### src/rtl/rtc_pkg.sv
package rtc_pkg;

    typedef enum logic [1:0] {
        DIV_STOP  = 2'd0,
        DIV_RUN   = 2'd1,
        DIV_CLEAR = 2'd2
    } div_mode_e;

    localparam int LOW_TAP = 6;

    function automatic div_mode_e decode_mode(input logic [2:0] code);
        if (code == 3'b010)
            return DIV_RUN;
        else if (code[2:1] == 2'b00)
            return DIV_STOP;
        else
            return DIV_CLEAR;
    endfunction

    function automatic int tap_index(input int code);
        if (code == 1) return LOW_TAP;
        if (code == 2) return LOW_TAP + 1;
        return code - 2;
    endfunction

endpackage

### src/rtl/rtc_ctrl_regs.sv
module rtc_ctrl_regs
    import rtc_pkg::*;
#(
    parameter int DATA_W = 8,
    parameter int RS_W   = 4,
    parameter int MODE_W = 3,
    parameter int PIE_BIT = 6
) (
    input  logic              clk,
    input  logic              rst_n,
    input  logic              wr_en,
    input  logic              wr_addr,
    input  logic [DATA_W-1:0] wr_data,
    output div_mode_e         mode,
    output logic [RS_W-1:0]   rate_sel,
    output logic              pie
);
    localparam int MODE_LSB = RS_W;
    localparam int MODE_MSB = RS_W + MODE_W - 1;

    typedef struct packed {
        logic [MODE_W-1:0] dv;
        logic [RS_W-1:0]   rs;
        logic              pie;
    } regs_t;

    regs_t regs_d, regs_q;

    always_comb begin
        regs_d = regs_q;
        if (wr_en && !wr_addr) begin
            regs_d.dv = wr_data[MODE_MSB:MODE_LSB];
            regs_d.rs = wr_data[RS_W-1:0];
        end
        if (wr_en && wr_addr)
            regs_d.pie = wr_data[PIE_BIT];
    end

    always_ff @(posedge clk or negedge rst_n) begin
        if (!rst_n) regs_q <= '0;
        else        regs_q <= regs_d;
    end

    logic unused_data;
    assign unused_data = ^wr_data;

    assign mode     = decode_mode(regs_q.dv);
    assign rate_sel = regs_q.rs;
    assign pie      = regs_q.pie;

endmodule

### src/rtl/rtc_divider.sv
module rtc_divider
    import rtc_pkg::*;
#(
    parameter int CHAIN_W = 15
) (
    input  logic               clk,
    input  logic               rst_n,
    input  logic               osc_en,
    input  div_mode_e          mode,
    output logic [CHAIN_W-1:0] rise,
    output logic               tick
);
    typedef struct packed {
        logic [CHAIN_W-1:0] cnt;
        logic               tick;
    } div_t;

    div_t div_d, div_q;
    logic               adv;
    logic [CHAIN_W-1:0] inc;

    assign adv = (mode == DIV_RUN) && osc_en;
    assign inc = div_q.cnt + CHAIN_W'(1);

    for (genvar i = 0; i < CHAIN_W; i++) begin : g_stage
        assign rise[i] = adv && !div_q.cnt[i] && inc[i];
    end

    always_comb begin
        div_d      = div_q;
        div_d.tick = rise[CHAIN_W-1];
        unique case (mode)
            DIV_RUN:   if (osc_en) div_d.cnt = inc;
            DIV_CLEAR: div_d.cnt = '0;
            default:   div_d.cnt = div_q.cnt;
        endcase
    end

    always_ff @(posedge clk or negedge rst_n) begin
        if (!rst_n) div_q <= '0;
        else        div_q <= div_d;
    end

    assign tick = div_q.tick;

    p_stop_holds_r4: assert property (@(posedge clk) disable iff (!rst_n)
        (mode == DIV_STOP) |=> $stable(div_q.cnt));

    p_clear_zero_r5: assert property (@(posedge clk) disable iff (!rst_n)
        (mode == DIV_CLEAR) |=> (div_q.cnt == '0) && !div_q.tick);

    p_tick_single_r3: assert property (@(posedge clk) disable iff (!rst_n)
        div_q.tick |=> !div_q.tick);

endmodule

### src/rtl/rtc_tap_sel.sv
module rtc_tap_sel
    import rtc_pkg::*;
#(
    parameter int CHAIN_W = 15,
    parameter int RS_W    = 4
) (
    input  logic [CHAIN_W-1:0] rise,
    input  logic [RS_W-1:0]    rate_sel,
    output logic               hit
);
    localparam int N_CODES = 1 << RS_W;

    logic [N_CODES-1:0] sel;

    assign sel[0] = 1'b0;

    for (genvar c = 1; c < N_CODES; c++) begin : g_code
        localparam int IDX = tap_index(c);
        if (IDX < CHAIN_W) begin : g_on
            assign sel[c] = (rate_sel == RS_W'(c)) && rise[IDX];
        end else begin : g_off
            assign sel[c] = 1'b0;
        end
    end

    logic unused_rise;
    assign unused_rise = ^rise;

    assign hit = |sel;

endmodule

### src/rtl/rtc_pirq.sv
module rtc_pirq (
    input  logic clk,
    input  logic rst_n,
    input  logic hit,
    input  logic rd_stat,
    input  logic pie,
    output logic flag,
    output logic irq
);
    typedef struct packed {
        logic flag;
    } pf_t;

    pf_t pf_d, pf_q;

    always_comb begin
        pf_d = pf_q;
        if (hit)          pf_d.flag = 1'b1;
        else if (rd_stat) pf_d.flag = 1'b0;
    end

    always_ff @(posedge clk or negedge rst_n) begin
        if (!rst_n) pf_q <= '0;
        else        pf_q <= pf_d;
    end

    assign flag = pf_q.flag;
    assign irq  = pf_q.flag && pie;

    p_read_clears_r8: assert property (@(posedge clk) disable iff (!rst_n)
        (rd_stat && !hit) |=> !flag);

    p_set_wins_r8: assert property (@(posedge clk) disable iff (!rst_n)
        hit |=> flag);

endmodule

### src/rtl/rtc_prescaler.sv
module rtc_prescaler
    import rtc_pkg::*;
#(
    parameter int CHAIN_W = 15,
    parameter int RS_W    = 4,
    parameter int DATA_W  = 8
) (
    input  logic              clk,
    input  logic              rst_n,
    input  logic              osc_en,
    input  logic              wr_en,
    input  logic              wr_addr,
    input  logic [DATA_W-1:0] wr_data,
    input  logic              rd_stat,
    output logic              tick_1hz,
    output logic              pflag,
    output logic              irq
);
    div_mode_e          mode;
    logic [RS_W-1:0]    rate_sel;
    logic               pie;
    logic [CHAIN_W-1:0] rise;
    logic               hit;

    rtc_ctrl_regs #(.DATA_W(DATA_W), .RS_W(RS_W)) i_regs (
        .clk      (clk),
        .rst_n    (rst_n),
        .wr_en    (wr_en),
        .wr_addr  (wr_addr),
        .wr_data  (wr_data),
        .mode     (mode),
        .rate_sel (rate_sel),
        .pie      (pie)
    );

    rtc_divider #(.CHAIN_W(CHAIN_W)) i_div (
        .clk    (clk),
        .rst_n  (rst_n),
        .osc_en (osc_en),
        .mode   (mode),
        .rise   (rise),
        .tick   (tick_1hz)
    );

    rtc_tap_sel #(.CHAIN_W(CHAIN_W), .RS_W(RS_W)) i_tap (
        .rise     (rise),
        .rate_sel (rate_sel),
        .hit      (hit)
    );

    rtc_pirq i_pirq (
        .clk     (clk),
        .rst_n   (rst_n),
        .hit     (hit),
        .rd_stat (rd_stat),
        .pie     (pie),
        .flag    (pflag),
        .irq     (irq)
    );

    p_rate_off_quiet_r7: assert property (@(posedge clk) disable iff (!rst_n)
        (rate_sel == '0 && !pflag) |=> !pflag);

    p_stop_no_tick_r4: assert property (@(posedge clk) disable iff (!rst_n)
        (mode == DIV_STOP) |=> !tick_1hz);

endmodule

### config.mk
export PLATFORM = sky130hd
export DESIGN_NAME = rtc_prescaler
export DESIGN_NICKNAME = d
export VERILOG_FILES = /design/src/rtl/rtc_pkg.sv /design/src/rtl/rtc_ctrl_regs.sv /design/src/rtl/rtc_divider.sv /design/src/rtl/rtc_tap_sel.sv /design/src/rtl/rtc_pirq.sv /design/src/rtl/rtc_prescaler.sv
export SDC_FILE = /design/constraint.sdc
export NUM_CORES = 1
export LEC_CHECK = 0
export BUFFER_PORTS_ARGS = -buffer_cell sky130_fd_sc_hd__buf_2
export CAP_MARGIN = 20
export CORE_MARGIN = 2
export CORE_UTILIZATION = 35
export CTS_BUF_LIST = sky130_fd_sc_hd__clkbuf_16
export DETAILED_ROUTE_END_ITERATION = 8
export PLACE_DENSITY_LB_ADDON = 0.05
export SLEW_MARGIN = 25
export SYNTH_ARGS = -nofsm -noshare
export SYNTH_HDL_FRONTEND = slang
export SYNTH_SLANG_ARGS = --single-unit
### constraint.sdc
create_clock -name clk -period 1.4 [get_ports clk]
set_input_delay 0.14 -clock clk [delete_from_list [all_inputs] [get_ports clk]]
set_output_delay 0.14 -clock clk [all_outputs]
set_load 0.05 [all_outputs]
==> metrics.md <==
| Metric | Value |
|---|---|
| Final hold vios | 0 |
| Routed vias | 1315 |
| Wire per inst | 14.7 µm |
| # DRC | 0 |
| Hold WS | 96.2 ps |
| Crit path max-delay family | simple AND/OR/NAND/NOR gates |
| CP max FO | 3 |
| WS Path Type | reg2reg |
| Final setup fails | 13 |
| Crit path max-delay cell type | dfrtp_1 |
| Number of buffers created by CTS | 3 |
| DRT iter0 DRCs | 48 |
| Synth top area share | 44.2% |
| Clk slew on worst S/H paths | 60 ps |
| Clock H-tree levels | 1 |
| Max stage delay on crit path | 400 ps |
| Initial antenna violation count | 0 |
| Status | finished with violations |
| Max Fclk | 645 MHz |
| Cell with the most instances after synthesis | dfrtp_1 |
| Post-synth EDFFs | 0 |
| Number of iterations in the first detailed-routing pass | 4 |
| Post-synth ARST share | 100% |
| Combinational fraction of design power | 19.7% |
| Vias in the first global route | 1285 |
| # Max-Cap Violations | 0 |
| Total core area | 3940 µm² |
| Sequential Power Share | 44.8% |
| Post-Synthesis Cells | 146 |
| Pleak | 0.896 nW |
| Yosys reg bits | 25 |
| Post-synth top flop | dfrtp_1 |
| Pwr Total | 1.80 mW |
| Slew margin rel. | 61.4% |
| Layout area overhead | 38.5% |
| Synthesis warning total | 0 |
| Layout cell share with drive strength beyond 1 | 40.7% |
| Leading area contributor after synthesis | dfrtp_1 |
| Syn nets | 161 |
| Clock Power Share | 35.5% |
| Post-place setup slack | -121 ps |
| WP data arrival | 1750 ps |
| Final HPWL DP | 2790 µm |
| Sum of buffers and inverters on the critical path | 2 |
| Worst Slack Setup Final | -150 ps |
| DR vias/cell | 5.28 |
| Worst Hold Class | in2reg |
| Clock Skews | 2.13 ps |
| Die ar. | 4570 µm² |
| CP most frequent cell | buf_4 |
| First-pass GRT wire length | 6220 µm |
| PwrDens | 917 nW/µm² |
| Cells taking the most area after synthesis | dfrtp_1, mux2_2, o21ai_0 |
| Starting density of the core | 35.9% |
| CTS sink cnt | 25 |
| Nets | 215 |
| Dpl cell area | 1800 µm² |
| Final Critical Period | 1550 ps |
| Final period utilization | 111% |
| Mapped Avg Cell Area | 9.69 µm² |
| Clock Tree Root | clkbuf_16 |
| Post-synth cell types | 43 |
| Worst-skew pair later-pin latency | 260 ps |
| Netlist Area Pre-Place | 1420 µm² |
| Die W | 67.6 µm |
| Violated checks | setup timing |
| Pin count of the biggest net entering global routing | 26 |
| Int Pwr | 1.33 mW |
| ANT nets after route | 0 |
| Gr ovfl total | 0 |
| Num ports | 17 |
| Rows | 23 |
| Fin area | 1960 µm² |
| Post-synth top cells | dfrtp_1, nand2_1, o21ai_0 |
| GR Util All Layers | 18.5% |
| Chip height | 67.6 µm |
| Worst-Margin Slew | 578 ps |
| Startpoint Class | flip-flop |
| Ant. Diodes | 0 |
| RePlAce Congestion | 0.887 |
| Port Buffer Count | 15 |
| Slew Viols, Final | 0 |
| Unrepaired setup endpoints after global routing | true |
| Max VDD drop | 0.630 mV |
| Routed wire length | 3670 µm |
| Seq/Total Area, Yosys | 44.2% |
| Switching power of the nets | 467 µW |
| CTS Buffer Depth | 2 |
| Worst-path cell chain | nor4bb_2, buf_4, nand4_4, buf_4, nor2b_4, a211oi_1, nand4_1 |
| Layout fillers | 391 |
| Crit. End Element | flip-flop |
| CTS tree | yes |
| Switching share of power | 26.0% |
| Worst EP required | 1600 ps |
## final cells by class
cell class	count	area, µm²	area share, %
Inverter	2	7.51	0.383
Tap cell	50	62.6	3.19
Timing Repair Buffer	57	397	20.2
Multi-Input combinational cell	111	788	40.2
Clock buffer	3	75.1	3.83
Clock inverter	1	5.00	0.255
Sequential cell	25	626	31.9
## per-layer routing
metal | part of all wire [%] | global-route usage [%] | wire, µm
met3 | 3.1 | 3.00 | 112
met5 | 0 | 0 | 0
met2 | 48 | 29.8 | 1770
met1 | 48 | 25.8 | 1750
met4 | 0.90 | 4.59 | 33
## worst register-to-register path, stage by stage, from the launching register on
cell and delay, ps:
dfrtp_1 400, nor4bb_2 310, buf_4 180, nand4_4 120, buf_4 190, nor2b_4 120, a211oi_1 90, nand4_1 90
## power by group through the flow
stage | clock network, mW | registers, mW | logic, mW
after global placement | 0 | 0.813 | 0.329
after CTS | 0.664 | 0.802 | 0.348
final | 0.639 | 0.805 | 0.354
after floorplan | 0 | 0.804 | 0.176
after detailed placement | 0 | 0.816 | 0.335
after global routing | 0.690 | 0.812 | 0.391
## per-stage QoR
| step | util (%) | instances | TNS [ps] |
|---|---|---|---|
| after floorplan | - | 146 | -4.74 |
| after global placement | 45.5 | 240 | -407 |
| after detailed placement | 45.5 | 240 | -533 |
| after CTS | 48.6 | 247 | -466 |
| after global routing | 49.7 | 249 | -2330 |
| final | 49.7 | 249 | -877 |
## sequential cells by signal (all words and copies together) (netlist names)
register and cells:
i_regs.pie 1, i_div.div_q 15, i_pirq.flag 1, i_regs.rate_sel 4
i_regs.regs_q 3, i_div.tick 1
## placed cells by master (no fill, tap or decap), drive strengths merged, types with 2 or more instances in the layout
cell type	instances
a21oi	2
buf	56
mux2	7
and3	5
nand2	19
o31ai	3
clkbuf	3
o21ai	14
nor2	6
nor3	4
xnor2	2
a31oi	2
nand4b	3
nand4	6
nand2b	5
nand3	4
nor4	3
nor2b	2
inv	2
and2	3
dfrtp	25
mux2i	3
a22o	2
## worst paths after layout
kind,start,endpoint,slack [ps],cells past startpoint
worst max-delay path,i_regs.regs_q[7],i_pirq.flag,-150,7
worst min-delay path,wr_data[0],i_regs.rate_sel[0],100,3
worst max register to register,i_regs.regs_q[7],i_pirq.flag,-150,7
worst min register to register,i_div.div_q[15],i_div.tick,460,1
max in group asynchronous,rst_n,i_pirq.flag,610,2
min in group asynchronous,rst_n,i_div.div_q[11],410,2
## timing repair
| item | 4_1_cts | 5_1_grt |
|---|---|---|
| resized for setup | 3 | 11 |
| buffers inserted | 2 | 2 |
| hold buffers | 1 | 0 |
| endpoints found under the hold margin | 25 | 0 |
| setup endpoints to repair | 9 | 17 |
| pin swaps | 8 | 4 |
## cell families (layout without fill, tap and decap cells)
family	count (synthesis)	count (layout)	share of synthesized area, %
simple gates	66	66	27.1
compound gates	32	32	15.6
flops	25	25	44.2
mux	10	10	7.69
buf+inv	10	63	3.36
xor+xnor	2	2	1.24
fa+ha+maj	1	1	0.884
No activity file was read; power rests on OpenSTA's default activity.
